--- config.mk ---
export PLATFORM = sky130hd
export DESIGN_NAME = conv_req_arbiter
export DESIGN_NICKNAME = d
export VERILOG_FILES = /design/src/rtl/conv_req_arbiter.sv
export SDC_FILE = /design/constraint.sdc
export NUM_CORES = 1
export LEC_CHECK = 0
export ABC_AREA = 1
export BUFFER_PORTS_ARGS = -buffer_cell sky130_fd_sc_hd__buf_4
export CAP_MARGIN = 5
export CORE_MARGIN = 5
export CORE_UTILIZATION = 52
export DETAILED_ROUTE_END_ITERATION = 12
export PLACE_DENSITY = 0.78
export SLEW_MARGIN = 20
export SYNTH_ARGS = -nofsm -noshare
export SYNTH_HDL_FRONTEND = slang
export SYNTH_SLANG_ARGS = --single-unit
export TNS_END_PERCENT = 5
--- constraint.sdc ---
create_clock -name clk -period 2.7 [get_ports clk]
set_clock_uncertainty 0.1 [all_clocks]
set_input_delay 0.135 -clock clk [delete_from_list [all_inputs] [get_ports clk]]
set_output_delay 0.135 -clock clk [all_outputs]
set_load 0.01 [all_outputs]
--- src/rtl/conv_req_arbiter.sv ---
module conv_req_arbiter #(
  parameter int NCH    = 8,
  parameter int QDEPTH = 4,
  parameter int PRIW   = 2,
  localparam int CHW   = $clog2(NCH),
  localparam int CW    = $clog2(QDEPTH + 1),
  localparam int PW    = (QDEPTH > 1) ? $clog2(QDEPTH) : 1
) (
  input  logic            clk,
  input  logic            rst_n,
  input  logic [PRIW-1:0] par_prio,
  input  logic [PRIW-1:0] q_prio,
  input  logic [NCH-1:0]  par_mask,
  input  logic [1:0]      par_trig_en,
  input  logic            par_trig_int,
  input  logic            par_trig_ext,
  input  logic            q_wr,
  input  logic [CHW-1:0]  q_wr_ch,
  input  logic [1:0]      q_trig_en,
  input  logic            q_trig_int,
  input  logic            q_trig_ext,
  input  logic            ins_req,
  input  logic [CHW-1:0]  ins_ch,
  input  logic            conv_done,
  output logic            conv_start,
  output logic [CHW-1:0]  conv_ch,
  output logic [1:0]      conv_src,
  output logic [NCH-1:0]  par_pend,
  output logic [CW-1:0]   q_count,
  output logic            q_ovf
);

  localparam logic [1:0] SRC_PAR = 2'd0;
  localparam logic [1:0] SRC_Q   = 2'd1;
  localparam logic [1:0] SRC_INS = 2'd2;

  logic           busy;
  logic           q_armed;
  logic           ins_pend;
  logic [CHW-1:0] ins_ch_r;
  logic [CHW-1:0] q_mem [QDEPTH];
  logic [PW-1:0]  rptr, wptr;

  logic           par_fire, q_fire;
  logic           par_hit, q_elig, any_req, grant;
  logic [CHW-1:0] par_sel;
  logic [1:0]     win_src;
  logic [CHW-1:0] win_ch;
  logic           q_full, wr_ok, pop;

  assign par_fire = (par_trig_en[0] & par_trig_int) | (par_trig_en[1] & par_trig_ext);
  assign q_fire   = (q_trig_en[0] & q_trig_int) | (q_trig_en[1] & q_trig_ext);

  assign par_hit = |par_pend;
  assign q_elig  = q_armed && (q_count != '0);
  assign any_req = ins_pend | q_elig | par_hit;
  assign grant   = !busy && any_req;

  always_comb begin
    par_sel = '0;
    for (int i = 0; i < NCH; i++)
      if (par_pend[i]) par_sel = CHW'(i);
  end

  always_comb begin
    if (ins_pend) begin
      win_src = SRC_INS;
      win_ch  = ins_ch_r;
    end else if (q_elig && (!par_hit || q_prio >= par_prio)) begin
      win_src = SRC_Q;
      win_ch  = q_mem[rptr];
    end else begin
      win_src = SRC_PAR;
      win_ch  = par_sel;
    end
  end

  assign q_full = (q_count == CW'(QDEPTH));
  assign wr_ok  = q_wr && !q_full;
  assign pop    = grant && (win_src == SRC_Q);

  always_ff @(posedge clk) begin
    if (!rst_n) begin
      busy       <= 1'b0;
      conv_start <= 1'b0;
      conv_ch    <= '0;
      conv_src   <= SRC_PAR;
    end else begin
      conv_start <= grant;
      if (grant) begin
        busy     <= 1'b1;
        conv_ch  <= win_ch;
        conv_src <= win_src;
      end else if (conv_done) begin
        busy <= 1'b0;
      end
    end
  end

  always_ff @(posedge clk) begin
    if (!rst_n) begin
      par_pend <= '0;
    end else begin
      par_pend <= (par_pend & ~((grant && win_src == SRC_PAR) ? (NCH'(1) << par_sel) : '0))
                | (par_fire ? par_mask : '0);
    end
  end

  always_ff @(posedge clk) begin
    if (!rst_n) begin
      ins_pend <= 1'b0;
      ins_ch_r <= '0;
    end else if (ins_pend) begin
      if (grant) ins_pend <= 1'b0;
    end else if (ins_req) begin
      ins_pend <= 1'b1;
      ins_ch_r <= ins_ch;
    end
  end

  always_ff @(posedge clk) begin
    if (wr_ok) q_mem[wptr] <= q_wr_ch;
  end

  always_ff @(posedge clk) begin
    if (!rst_n) begin
      rptr    <= '0;
      wptr    <= '0;
      q_count <= '0;
      q_ovf   <= 1'b0;
      q_armed <= 1'b0;
    end else begin
      if (wr_ok) wptr <= (wptr == PW'(QDEPTH - 1)) ? '0 : wptr + 1'b1;
      if (pop)   rptr <= (rptr == PW'(QDEPTH - 1)) ? '0 : rptr + 1'b1;
      q_count <= q_count + CW'(wr_ok) - CW'(pop);
      if (q_wr && q_full) q_ovf <= 1'b1;
      if (q_fire) q_armed <= 1'b1;
      else if (pop && q_count == CW'(1) && !wr_ok) q_armed <= 1'b0;
    end
  end

  AST_NO_ABORT: assert property (@(posedge clk) disable iff (!rst_n)
    busy && !conv_done |=> !conv_start);
  AST_START_PULSE: assert property (@(posedge clk) disable iff (!rst_n)
    conv_start |=> !conv_start);
  AST_Q_BOUND: assert property (@(posedge clk) disable iff (!rst_n)
    q_count <= CW'(QDEPTH));
  AST_OVF_SET: assert property (@(posedge clk) disable iff (!rst_n)
    q_wr && q_full |=> q_ovf);
  AST_PAR_CLEAR: assert property (@(posedge clk) disable iff (!rst_n)
    conv_start && conv_src == SRC_PAR && !$past(par_fire) |-> !par_pend[conv_ch]);
  AST_INS_WINS: assert property (@(posedge clk) disable iff (!rst_n)
    ins_pend && !busy |=> conv_start && conv_src == SRC_INS);

endmodule

======== Yosys cells after proc, flatten, opt, wreduce, memory -nomap -nowiden ========
Memory sizes are Yosys's and may differ from the RTL's. A register that Yosys moved wholly into a read port is not among the register bits.
Index checks and enable logic that the tools add are counted.
word-level totals
  memories kept ........................... 1
  bits of input ports ..................... 31
  output and inout bits ................... 18
  flip-flop bits (word level) ............. 28
  word-level logic and storage cells ...... 82
  memory bits (writable) .................. 12
memory list
  memory  depth  width  rd ports  clocked after Yosys merged registers in  wr ports  RTL line  RTL
  q_mem   4      3      1         1                                        1         41        logic [CHW-1:0] q_mem [QDEPTH];
cells by class
  mux-type cells .......................... 26
  shifts and indexed selects .............. 1
  bitwise gates (word level) .............. 12
  $add $sub $neg .......................... 4
  reductions and logical operators ........ 20
  equality and inequality tests ........... 5
  $lt $le $gt $ge ......................... 1
operators with widths
  kind                   count
  $mux W3                8
  $mux W8                2
  $mux W1                11
  $mux W2                5
  $logic_and A1 B1 Y1    9
  $and A8 B8 Y8          1
  $not A8 Y8             1
  $or A8 B8 Y8           1
  $reduce_or A8 Y1       1
  $shl A1 B3 Y8 const A  1
  $add A2 B1 Y2 const B  2
  $and A1 B1 Y1          4
  $eq A2 B2 Y1 const B   2
  $logic_not A1 Y1       4
  $or A1 B1 Y1           4
  $reduce_bool A2 Y1     2
  $add A3 B1 Y3          1
  $eq A3 B1 Y1 const B   1
  $eq A3 B3 Y1 const B   1
  $reduce_bool A3 Y1     1
  $sub A3 B1 Y3          1
  $eq A2 B1 Y1 const B   1
  $ge A2 B2 Y1           1
  $logic_not A2 Y1       1
  other kinds (3)        3

======== Depth between registers and ports, before layout ========
  depth after elaboration ................. 12
  mapped depth ............................ 14
  gate-level depth less buffers ........... 14

======== Worst setup path before layout ========
OpenSTA, ideal clock, no wires.
  path kind ............................... flip-flop to flip-flop
  start point ............................. reg par_pend[6]
  end point ............................... reg q_count[2]
  buffers on the path ..................... 0
  required time ........................... 2.470 ns
  arrival ................................. 1.960 ns
  cell stages (with the launch flop) ...... 14
  setup time .............................. 0.130 ns
  period minus slack after synthesis ...... 2.190 ns
  path slack .............................. 0.510 ns
  path through ............................ dfxtp_1 > nor2_1 > inv_2 > nor2_8 > nand2_4 > nand2_1 > nand4_1 > inv_1 > ha_1 > inv_1 > ha_1 > fa_1 > xor2_1 > nor2_1
on the way
  longest elaborated chain between the ends .. 9
  elaborated cells on any way between the ends .. 11
  classes of those cells .................. add/sub: 1; eq/ne: 1; mux: 2; bitwise: 1; reduce/logical: 6
ends and longest elaborated chain
  what                      RTL line  RTL
  start: declaration        28        output logic [NCH-1:0] par_pend,
  start signal: assignment  104       par_pend <= (par_pend & ~((grant && win_src == SRC_PAR) ? (NCH'(1) << par_sel) : '0))
  $reduce_or A8 Y1 *        54        assign par_hit = |par_pend;
  $logic_not A1 Y1          69        end else if (q_elig && (!par_hit || q_prio >= par_prio)) begin
  $logic_or A1 B1 Y1        69
  $logic_and A1 B1 Y1       69
  $mux W1                   69
  $mux W2                   66        if (ins_pend) begin
  $eq A2 B1 Y1              80        assign pop = grant && (win_src == SRC_Q);
  $logic_and A1 B1 Y1 *     80
  $sub A3 B1 Y3 *           135       q_count <= q_count + CW'(wr_ok) - CW'(pop);
  end signal: assignment    135
  end: declaration          29        output logic [CW-1:0] q_count,
Every way passes the cells marked *; elsewhere a longest branch is shown, timed or not.
A chain may end at the register's enable or synchronous reset.

======== Final worst setup path ========
  start point ............................. reg q_count[1]
  end point ............................... reg q_count[2]
on the way
  longest elaborated chain between the ends .. 8
  elaborated cells on any way between the ends .. 15
  classes of those cells .................. add/sub: 2; eq/ne: 2; mux: 2; bitwise: 2; reduce/logical: 7
ends and longest elaborated chain
  what                 RTL line  RTL
  $reduce_bool A3 Y1   55        assign q_elig = q_armed && (q_count != '0);
  $logic_and A1 B1 Y1  55
  $logic_and A1 B1 Y1  69
  $mux W1              69
  $mux W2              66
  $eq A2 B1 Y1         80
  $logic_and A1 B1 Y1  80
  $sub A3 B1 Y3 *      135
Marks and branches as above.

==> flow_summary.ini <==
[status]
status = finished clean

[synthesis]
synth-edff-count = 12
synth-main-ff-cell = dfxtp_1
async_flop_share_pct = 0
yosysWarnings = 0
synth_cell_type_count = 31
synth_top_area_cell = dfxtp_1
ys_seq_elements = 42
yosysSeqAreaShare_pct = 48.00
synth.top_cells.by_area = dfxtp_1 30%, edfxtp_1 18%, nand2_1 12%
netlist_area_mm2 = 0.002002
avgSynthCellArea_um2 = 8.008
syn_nets = 291
yosysTopAreaCellShare_pct = 30.00
syn_inst = 250

[global_routing]
track_usage_pct = 19.02
grt_max_degree = 20
grt_pass1_wl_um = 7672
grt_pass1_vias = 1797
overflow = 0
antenna_found_initial = 0

[floorplan]
coreArea_mm2 = 0.003689
rows = 22
start_util_pct = 54.27
die_w_um = 72.05
die_h_um = 72.05
io_pins = 49
die-area_mm2 = 0.005190

[clock_network]
insertion_delay_ns = 0.31
tritoncts.num_buffers = 5
cts.reportedPaths.clkPinSlew_ns = 0.08
post-cts-setup-buffers = 0
cts_num_sinks = 42
cts_buffer_depth = 2
cts_hold_buffers = 13
cts_resized = 0
htreeDepth = 2
root_buffer = clkbuf_8
cts_tree = done

[route]
routed-via-count = 1788
route.detailed.drc = 0
first_iter_violations = 129
routed_wl_um = 4603
ant_nets = 0
dr.pass1.iters = 4
vias_per_cell = 4.899
wl_per_cell_um = 12.61

[setup_path]
cp-startpoint = q_count[1]
critPathCapture = q_count[2]
r2r_cells = 12
r2r_start = q_count[1]
critPathMaxFanout = 5
cp-start-kind = register
reg2reg_slack_ns = 0.33
critical_path_class = register to register
required_ns = 2.78
endpoint_kind = register
r2r_end = q_count[2]
arrival_ns = 2.45

[min_path]
hold_class = input port to register
hold-path-cell-count = 3

[layout]
n_antenna_cell = 0
num-fill-cells = 313
fin_area_mm2 = 0.002638
fin_nets = 357
drive_above_1_share_pct = 21.14
layout.cells.non_filler = 365
syn2layout_area_growth_pct = 31.75

[timing]
period_minus_slack_ns = 2.374
maxSlewHeadroom_pct = 61.40
finalSetupViolations = 0
rsz0062_at_grt = no
tightest_slew_ns = 0.5754
fmax_mhz = 421.3
setup_tns_ns = 0
drv_slew = 0
setup_slack_ns = 0.3264
fin_crit_sh_pct = 87.91
final_hold_viol_count = 0

[power]
vdd_drop_max_v = 0.0004783
power_mw = 1.757
p_leak_nw = 1.263
power.density_mw_per_mm2 = 666.0

[run]
drv_cap = 0

[placed_design]
placed_area_mm2 = 0.002414
hpwl_um = 3348
pre_cts_slack_ns = 0.2133
gp_routability_congestion = 0.8102
port_buffers = 48
dp_cells = 344
report_power, final:
group          switching (mW)  leakage, nW  total (mW)  internal [mW]
sequential             0.0613        0.357       0.795          0.734
combinational           0.308        0.861       0.540          0.232
clock                   0.235       0.0447       0.422          0.187
critical path: stages, from the launching register on:
cell     delay [ns]
dfxtp_1        0.36
inv_1          0.15
nand3_1        0.11
nand2_1        0.10
inv_1          0.06
nand4_1        0.17
inv_1          0.11
ha_1           0.29
inv_1          0.04
ha_1           0.19
fa_1           0.38
xor2_1         0.16
nor2_1         0.05
synth_stat cells (2+ instances only):
master,count
edfxtp_1,12
a21oi_2,2
nor2_1,33
o21ai_0,10
clkinv_1,2
dfxtp_1,30
xor2_1,2
nand3_1,5
nand2_1,64
nand4_1,2
inv_2,2
nand2_4,2
a22o_1,2
a21oi_1,17
inv_1,39
ha_1,9
o32ai_1,3
per-stage QoR:
stage | hold slack (ns) | util [%]
floorplan | 0.1339 | -
global placement | 0.2360 | 65.43
detailed placement | 0.2406 | 65.43
CTS | 0.01323 | 71.51
global route | 0.02209 | 71.51
finish | 0.01754 | 71.51
layer usage:
layer / track usage [%] / part of all wire [%]
met1: 21.25 / 39
met2: 33.98 / 53
met3: 4.848 / 4.4
met4: 8.351 / 3.1
met5: 0 / 0
cell usage in the layout (no fill, tap or decap), types with 2 or more instances in the layout:
cell type      netlist  routed
ha_1                 9       9
nand2_4              2       2
xor2_1               2       2
a21oi_1             17      17
buf_4                0      48
a22o_1               2       2
nor2_1              33      33
inv_1               39      39
dfxtp_1             30      30
nand4_1              2       2
nand3_1              5       5
dlygate4sd3_1        0      13
a21oi_2              2       2
clkinv_1             2       2
o32ai_1              3       3
clkbuf_8             0       5
edfxtp_1            12      12
o21ai_0             10      10
nand2_1             64      64
inv_2                2       2
layout make-up:
class                           instances  area [um2]  area share (%)
Sequential cell                        42       960.9           36.43
Inverter                               43       161.4           6.120
Clock buffer                            5       68.82           2.609
Tap cell                               48       60.06           2.277
Timing Repair Buffer                   61       490.5           18.60
Clock inverter                          3       25.02          0.9488
Multi-Input combinational cell        163       870.8           33.02
worst min path at each step:
stage | start | end | slack [ns]
after floorplan | q_wr_ch[0] | q_mem[0][0] | 0.13
after global placement | q_wr_ch[2] | q_mem[3][2] | 0.24
after detailed placement | q_wr_ch[2] | q_mem[3][2] | 0.24
after CTS | rst_n | q_count[1] | 0.01
after global routing | rst_n | conv_ch[2] | 0.02
final | rst_n | q_count[0] | 0.02
state kept, by name, indices dropped and copies added (netlist names), 2 cells and up, named ones only:
register,flops
q_mem,12
ins_ch_r,3
rptr,2
par_pend,8
conv_ch,3
wptr,2
q_count,3
conv_src,2
cells by family (layout without fill, tap and decap cells):
| kind of cell | count (synthesis) | count (layout) | share of synthesized area (%) |
|---|---|---|---|
| xor+xnor | 2 | 2 | 0.8752 |
| buf+inv | 45 | 112 | 8.500 |
| flops | 42 | 42 | 48.00 |
| simple gates | 112 | 112 | 23.94 |
| compound gates | 39 | 39 | 12.06 |
| fa+ha+maj | 10 | 10 | 6.625 |
No activity file was read; power rests on OpenSTA's default activity.
